[src/rtl/dlsp_pkg.sv]
package dlsp_pkg;
    timeunit 1ns; timeprecision 1ps;

    typedef enum logic [2:0] {
        ST_IDLE,
        ST_WAIT1,
        ST_SHIFT,
        ST_PUSH0,
        ST_PUSH1
    } dlsp_state_e;

    localparam int LANES = 2;
endpackage

[src/rtl/dlsp_sclk_gen.sv]
module dlsp_sclk_gen #(
    parameter int HALF_DIV = 4
) (
    input  logic clk,
    input  logic rst_n,
    input  logic is_master,
    input  logic run,
    input  logic sclk_in,
    output logic sclk_out,
    output logic rise,
    output logic fall
);
    timeunit 1ns; timeprecision 1ps;

    localparam int DIV_W = (HALF_DIV > 1) ? $clog2(HALF_DIV) : 1;

    typedef struct packed {
        logic [DIV_W-1:0] cnt;
        logic             sclk;
        logic [2:0]       sync;
    } gen_state_t;

    gen_state_t q, d;

    always_comb begin
        d      = q;
        rise   = 1'b0;
        fall   = 1'b0;
        d.sync = {q.sync[1:0], sclk_in};
        if (is_master) begin
            if (run) begin
                if (q.cnt == DIV_W'(HALF_DIV - 1)) begin
                    d.cnt  = '0;
                    d.sclk = ~q.sclk;
                    rise   = ~q.sclk;
                    fall   = q.sclk;
                end else begin
                    d.cnt = q.cnt + 1'b1;
                end
            end else begin
                d.cnt  = '0;
                d.sclk = 1'b0;
            end
        end else begin
            d.cnt  = '0;
            d.sclk = 1'b0;
            rise   = run &&  q.sync[1] && !q.sync[2];
            fall   = run && !q.sync[1] &&  q.sync[2];
        end
    end

    always_ff @(posedge clk or negedge rst_n) begin
        if (!rst_n) q <= '0;
        else        q <= d;
    end

    assign sclk_out = q.sclk;
endmodule

[src/rtl/dlsp_lane.sv]
module dlsp_lane #(
    parameter int WORD_W = 8
) (
    input  logic              clk,
    input  logic              rst_n,
    input  logic              load,
    input  logic [WORD_W-1:0] load_word,
    input  logic              shift,
    input  logic              sample,
    input  logic              in_bit,
    output logic              out_bit,
    output logic [WORD_W-1:0] rx_word
);
    timeunit 1ns; timeprecision 1ps;

    typedef struct packed {
        logic [WORD_W-1:0] tx;
        logic [WORD_W-1:0] rx;
    } lane_state_t;

    lane_state_t q, d;

    always_comb begin
        d = q;
        if (load)       d.tx = load_word;
        else if (shift) d.tx = {q.tx[WORD_W-2:0], 1'b0};
        if (sample)     d.rx = {q.rx[WORD_W-2:0], in_bit};
    end

    always_ff @(posedge clk or negedge rst_n) begin
        if (!rst_n) q <= '0;
        else        q <= d;
    end

    assign out_bit = q.tx[WORD_W-1];
    assign rx_word = q.rx;
endmodule

[src/rtl/duo_spi_lane_path.sv]
module duo_spi_lane_path
    import dlsp_pkg::*;
#(
    parameter int WORD_W   = 8,
    parameter int HALF_DIV = 4
) (
    input  logic              clk,
    input  logic              rst_n,
    input  logic              cfg_enable,
    input  logic              cfg_master,
    input  logic              cfg_dual,
    input  logic              tx_empty,
    input  logic [WORD_W-1:0] tx_data,
    output logic              tx_pop,
    input  logic              rx_full,
    output logic              rx_push,
    output logic [WORD_W-1:0] rx_data,
    output logic              sclk_o,
    input  logic              sclk_i,
    output logic [1:0]        mosi_o,
    input  logic [1:0]        mosi_i,
    output logic [1:0]        miso_o,
    input  logic [1:0]        miso_i
);
    timeunit 1ns; timeprecision 1ps;

    localparam int CNT_W = $clog2(WORD_W + 1);

    typedef struct packed {
        dlsp_state_e      state;
        logic [CNT_W-1:0] bits;
    } path_state_t;

    path_state_t q, d;

    logic              run, rise, fall;
    logic              lane_shift, lane_sample;
    logic [LANES-1:0]  lane_load, lane_bit, lane_in, lane_out;
    logic [WORD_W-1:0] lane_rx [LANES];

    dlsp_sclk_gen #(.HALF_DIV(HALF_DIV)) u_sclk (
        .clk       (clk),
        .rst_n     (rst_n),
        .is_master (cfg_master),
        .run       (run),
        .sclk_in   (sclk_i),
        .sclk_out  (sclk_o),
        .rise      (rise),
        .fall      (fall)
    );

    for (genvar l = 0; l < LANES; l++) begin : g_lane
        localparam bit IS_BASE = (l == 0);
        dlsp_lane #(.WORD_W(WORD_W)) u_lane (
            .clk       (clk),
            .rst_n     (rst_n),
            .load      (lane_load[l]),
            .load_word (tx_data),
            .shift     (lane_shift),
            .sample    (lane_sample),
            .in_bit    (lane_in[l]),
            .out_bit   (lane_bit[l]),
            .rx_word   (lane_rx[l])
        );
        assign lane_in[l]  = cfg_master ? miso_i[l] : mosi_i[l];
        assign lane_out[l] = (q.state == ST_SHIFT) && (IS_BASE || cfg_dual) && lane_bit[l];
    end

    assign mosi_o = cfg_master ? lane_out : '0;
    assign miso_o = cfg_master ? '0 : lane_out;
    assign run    = (q.state == ST_SHIFT);

    always_comb begin
        d           = q;
        tx_pop      = 1'b0;
        rx_push     = 1'b0;
        rx_data     = lane_rx[0];
        lane_load   = '0;
        lane_shift  = 1'b0;
        lane_sample = 1'b0;
        unique case (q.state)
            ST_IDLE: begin
                if (cfg_enable && !tx_empty && !rx_full) begin
                    tx_pop       = 1'b1;
                    lane_load[0] = 1'b1;
                    d.bits       = '0;
                    d.state      = cfg_dual ? ST_WAIT1 : ST_SHIFT;
                end
            end
            ST_WAIT1: begin
                if (!tx_empty) begin
                    tx_pop       = 1'b1;
                    lane_load[1] = 1'b1;
                    d.state      = ST_SHIFT;
                end
            end
            ST_SHIFT: begin
                if (rise) begin
                    lane_sample = 1'b1;
                    d.bits      = q.bits + 1'b1;
                end
                if (fall) begin
                    if (q.bits == CNT_W'(WORD_W)) d.state = ST_PUSH0;
                    else                         lane_shift = 1'b1;
                end
            end
            ST_PUSH0: begin
                rx_push = 1'b1;
                rx_data = lane_rx[0];
                d.state = cfg_dual ? ST_PUSH1 : ST_IDLE;
            end
            ST_PUSH1: begin
                rx_push = 1'b1;
                rx_data = lane_rx[1];
                d.state = ST_IDLE;
            end
            default: d.state = ST_IDLE;
        endcase
    end

    always_ff @(posedge clk or negedge rst_n) begin
        if (!rst_n) begin
            q.state <= ST_IDLE;
            q.bits  <= '0;
        end else begin
            q <= d;
        end
    end
endmodule

[config.mk]
export PLATFORM = sky130hd
export DESIGN_NAME = duo_spi_lane_path
export DESIGN_NICKNAME = d
export VERILOG_FILES = /design/src/rtl/dlsp_pkg.sv /design/src/rtl/dlsp_sclk_gen.sv /design/src/rtl/dlsp_lane.sv /design/src/rtl/duo_spi_lane_path.sv
export SDC_FILE = /design/constraint.sdc
export NUM_CORES = 1
export LEC_CHECK = 0
export BUFFER_PORTS_ARGS = -buffer_cell sky130_fd_sc_hd__buf_2
export CAP_MARGIN = 20
export CELL_PAD_IN_SITES_DETAIL_PLACEMENT = 1
export CELL_PAD_IN_SITES_GLOBAL_PLACEMENT = 1
export CORE_UTILIZATION = 40
export DETAILED_ROUTE_END_ITERATION = 12
export PLACE_DENSITY = 0.74
export SLEW_MARGIN = 40
export SYNTH_ARGS = -nofsm -noshare
export SYNTH_HDL_FRONTEND = slang
export SYNTH_SLANG_ARGS = --single-unit
export TNS_END_PERCENT = 1
[constraint.sdc]
create_clock -name clk -period 1.85 [get_ports clk]
set_input_delay 0.37 -clock clk [delete_from_list [all_inputs] [get_ports clk]]
set_output_delay 0.37 -clock clk [all_outputs]
set_load 0.005 [all_outputs]
* Word-level counts from Yosys, hierarchy flattened *
Index checks and enable logic that the tools add are counted.

word-level totals
  register bits = 45
  input bits = 20
  word-level logic and storage cells = 83

cells by class
  $add $sub $neg = 2
  eq/ne operators = 12
  mux-type cells = 39
  bitwise gates (word level) = 1
  reduce and logical (&&, ||, !) cells = 20

operator list
  kind                                                                    count
  8-bit two-way mux                                                       5
  1-bit two-way mux                                                       19
  3-bit two-way mux                                                       6
  3-bit case mux with 4 select lines                                      1
  2-bit != test (second input constant)                                   5
  1-bit logical AND                                                       9
  2-bit two-way mux                                                       4
  4-bit case mux with 2 select lines                                      1
  7-bit two-way mux                                                       1
  3-bit by 2-bit equality test with 1-bit output (second input constant)  2
  2-bit nonzero test                                                      3
  4-bit by 1-bit adder with 4-bit output (second input constant)          1
  4-bit equality test (second input constant)                             1
  1-bit logical NOT                                                       4
  4-bit two-way mux                                                       1
  4-bit AND reduction                                                     1
  3-bit by 1-bit equality test with 1-bit output (second input constant)  1
  3-bit equality test (second input constant)                             1
  3-bit logical NOT                                                       1
  3-bit != test (second input constant)                                   1
  3-bit AND reduction                                                     1
  2-bit by 1-bit adder with 2-bit output (second input constant)          1
  2-bit equality test (second input constant)                             1
  1-bit case mux with 2 select lines                                      1
  2 further kinds                                                         2

* Depth between registers and ports, before layout *
  word-level depth = 8
  mapped depth = 8
  gate-level depth less buffers = 6

* Cells and area by module *
Synthesis repeated with hierarchy kept, for this count alone.

second synthesis, totals
  cell total of the unflattened synthesis = 202
  area total of the unflattened synthesis = 2376.0 um2

modules (own cells, without submodules)
  module             times used  cells each  area each (um2)  seq. area each (um2)
  dlsp_lane          2           59          760.7            400.4
  duo_spi_lane_path  1           67          620.6            175.2
  dlsp_sclk_gen      1           17          234.0            150.1

* Least setup slack after synthesis *
Ideal clock, no wire load.

  path kind = register -> output
  from = register q[4] (netlist name)
  to = output tx_pop
  data arrival time = 1.440 ns
  required time = 1.480 ns
  path slack = 0.040 ns
  stages on the path, launching flop included = 6
  path buffers = 2
  cells stage by stage = dfrtp_1 nor2_1 or4b_1 buf_2 buf_6 nand2_1

between the ends
  word-level cells in the longest chain between the ends = 2
  elaborated cells between the ends (all ways) = 3

ends and longest elaborated chain
  element                                                                              line                     text
  from (decl)                                                                          duo_spi_lane_path.sv:34  path_state_t q, d;
  3-bit by 1-bit equality test with 1-bit output or 3-bit logical NOT (tied branches)  duo_spi_lane_path.sv:81  unique case (q.state)
  1-bit case mux with 2 select lines (*)                                               duo_spi_lane_path.sv:81
  to (decl)                                                                            duo_spi_lane_path.sv:14  output logic tx_pop,

Mark *: on every way between the ends. The rest lies on a longest branch, timed or not.

* Worst setup path after layout *
Same ends and word-level chain as after synthesis.

==> impl_results.md <==
- Outcome: complete, but fails checks
- Failing checks: setup timing
- Highest clock rate: just over 500 MHz
- Xor/xnor share of the synthesized area: less than 1%
- Area leader, netlist: dfrtp_1
- Synth Register Bits: 45
- Max clock buf depth: 2
- Via/cell ratio: approximately 5.2
- Post-DP HPWL: approximately 3.2 mm
- Worst Hold Class: in -> async
- Rows: 26
- End of the worst register-to-register path: q[3]
- Via count: ~1,600
- Worst-margin pin slew: 305 ps
- Syn Area/Cell: about 11 um^2
- Gate Count Post-Synth: roughly 190
- Clock latency on the worst-skew pair: about 300 ps
- Yosys top cell area share: between 50% and 60%
- Fin. Hold Viols: 0
- Root Buffer: clkbuf_8
- Routability cong.: slightly above 0.8
- Post-Synth Simple-Gate Area: a little over an eighth
- Clk slew on worst S/H paths: about 90 ps
- Non-Filler Instances: about 300
- Max H-tree Level: 2
- Synth warnings: 0
- Total track usage: between 10% and 20%
- # clock sinks: 45
- Cell variety after synth: 36
- Antenna violations before repair: 0
- Peak supply drop: ~0.45 mV
- N_diodes: 0
- Core area: ~5100 um^2
- DR pass1 iterations: 4
- Setup Viol. Count Final: 11
- Port bufs: 34
- Post-Synth Adder-Cell Area: 1.74%
- First-pass GRT wire length: 7.92 mm
- Area contributors post-synth: dfrtp_1 52%, mux2_2 10%, mux2i_1 7.4%
- Final min period: 1950 ps
- Final-report max-slew violation count: 0
- Final Instance Area: 2740 um^2
- Worst path required time: between 1000 and 1500 ps
- WL/cell: between 15 and 20 um
- Die H: approximately 75 um
- Worst setup margin: -95.7 ps
- Total congestion overflow: 0
- CP max FO: 4
- Leak pwr: roughly 1.3 nW
- Die Width: approximately 75 um
- Fraction of registers with async set/reset: 100%
- CP Class: reg -> out
- CTS Buf Count: 5
- Cells on worst reg2reg path: 5
- Critical Path Start Type: register
- Initial Util: 41.9%
- R2R Path Start: q[4]
- Max-cap violations: 0
- Critical Path Sink Type: primary output
- Dpl cell area: between 2000 and 2500 um^2
- Post-route ant nets: 0
- Syn_nets: 211
- Largest family of logic cells by synthesized area: multiplexers
- Most common cell in the synthesized netlist: dfrtp_1
- Top cells by count, synth: 45 x dfrtp_1, 21 x nor2_1, 20 x mux2_2
- Mux cell area share after synthesis: roughly a fifth
- Total die area: 5680 um^2
- CTS tree: yes
- Sequential area share after synthesis: between 50% and 60%
- Top Ports: 35
- Final-stage net count: about 260
- Hold_buf cts: 0
- Ys flop type: dfrtp_1
- Layout cells sized above 1: 36.3%
- DR iter-0 viols: 66
- Number of flops mapped to enable cells by yosys: 0
- RSZ-0062 raised after global routing: yes
- Placed Cells: about 290
- Compound-Gate Fraction of Synth Area: 8.83%
- CP arrival: about 1600 ps
- Mapped Area: ~2200 um^2
- Clock skew: about 7.3 ps
- Period utilization: 105%
- Crit path to: tx_pop
- Pwr Density: 1240 nW/um^2
- Area growth syn-to-layout: 27.1%
- Vias in the first global route: ~1,600
- Routed WL: roughly 4.8 mm
- Source of the critical timing path: q[4]
- Aggregate negative setup slack: -623 ps
- Slew HR: approximately four fifths
- DRC: 0
- Largest net degree at the start of global routing: between 40 and 50
- Reg-to-reg slack, setup: around 80 ps
## layout by cell type (no fill, tap or decap), drive strengths merged, types with 4 or more instances in the layout
cell    synthesis  layout
a21oi          14      14
and3            5       5
buf             8      47
clkbuf          2       5
dfrtp          45      45
inv             4       4
mux2           22      22
mux2i          16      16
nand2          11      11
nand2b          4       4
nor2           21      21
nor3b           4       4
o21ai           6       6
## repair_timing
item	CTS	global route
resized for setup	17	12
pin swaps	2	4
hold endpoints to repair	0	0
buffers inserted	3	0
gates cloned	1	0
endpoints found under the setup margin	13	13
## flip-flops by register name (all words and copies together), names as in the netlist
register / flops
g_lane.u_lane.rx_word: 16
g_lane.u_lane.q: 14
q: 7
u_sclk.q: 3
g_lane.u_lane.out_bit: 2
u_sclk.d: 2
u_sclk.sclk_out: 1
## kinds of logic after synthesis
kind of cell	after synthesis
and+or+nand+nor	56
DFF	45
muxes	38
AOI/OAI and AO/OA	31
buffers and inverters	14
adders and majority gates	3
xor gates and xnor gates	1
## routing by layer
layer | global-route usage [%] | vias to the layer above | share of wire [%]
met5 | 0 | - | 0
met4 | 6.79 | 0 | 1.7
met3 | 3.97 | 8 | 2.6
met1 | 25.8 | 789 | 47
met2 | 31.2 | 28 | 49
li1 | - | 746 | -
## layout make-up
cell class	count	area, um^2
clock buffers	5	68.8
clock inverters	3	65.1
fillers	579	2400
inverters	4	15.0
multi-input cells	130	1000
flip-flops and latches	45	1130
well taps	70	87.6
repair buffers	47	373
## report_power, final
part / leakage (nW) / internal (mW) / switching [mW]
clock: 0.0681 / 0.537 / 0.346
combinational: 0.693 / 0.562 / 0.472
sequential: 0.571 / 1.26 / 0.204
total: 1.33 / 2.36 / 1.02
## critical path, stage by stage (launching register included)
cell and delay, ps:
dfrtp_1 420, nor2_4 160, or4b_4 510, nand2_2 80
buf_6 90
## stage by stage
step / hold slack (ps) / total power [mW] / utilization, % / setup WS [ps]
2_1_floorplan: 74.4 / 2.00 / - / 39.6
6_report: 28.9 / 3.38 / 53.2 / -95.7
5_1_grt: 50.8 / 3.60 / 53.2 / -145
3_5_place_dp: 344 / 2.36 / 48.0 / 48.9
3_3_place_gp: 335 / 2.30 / 48.0 / 51.4
4_1_cts: 39.6 / 3.38 / 52.2 / -94.6
## worst min-delay path by stage
stage                      from                  endpoint  cells after the start
floorplan                 rst_n  g_lane[0].u_lane.out_bit                      0
global placement    u_sclk.d[1]               u_sclk.d[2]                      0
detailed placement  u_sclk.d[1]               u_sclk.d[2]                      0
CTS                       rst_n           u_sclk.sclk_out                      2
global route              rst_n               u_sclk.q[4]                      2
finish                    rst_n                      q[6]                      2
(Power assumes the default switching activity.)
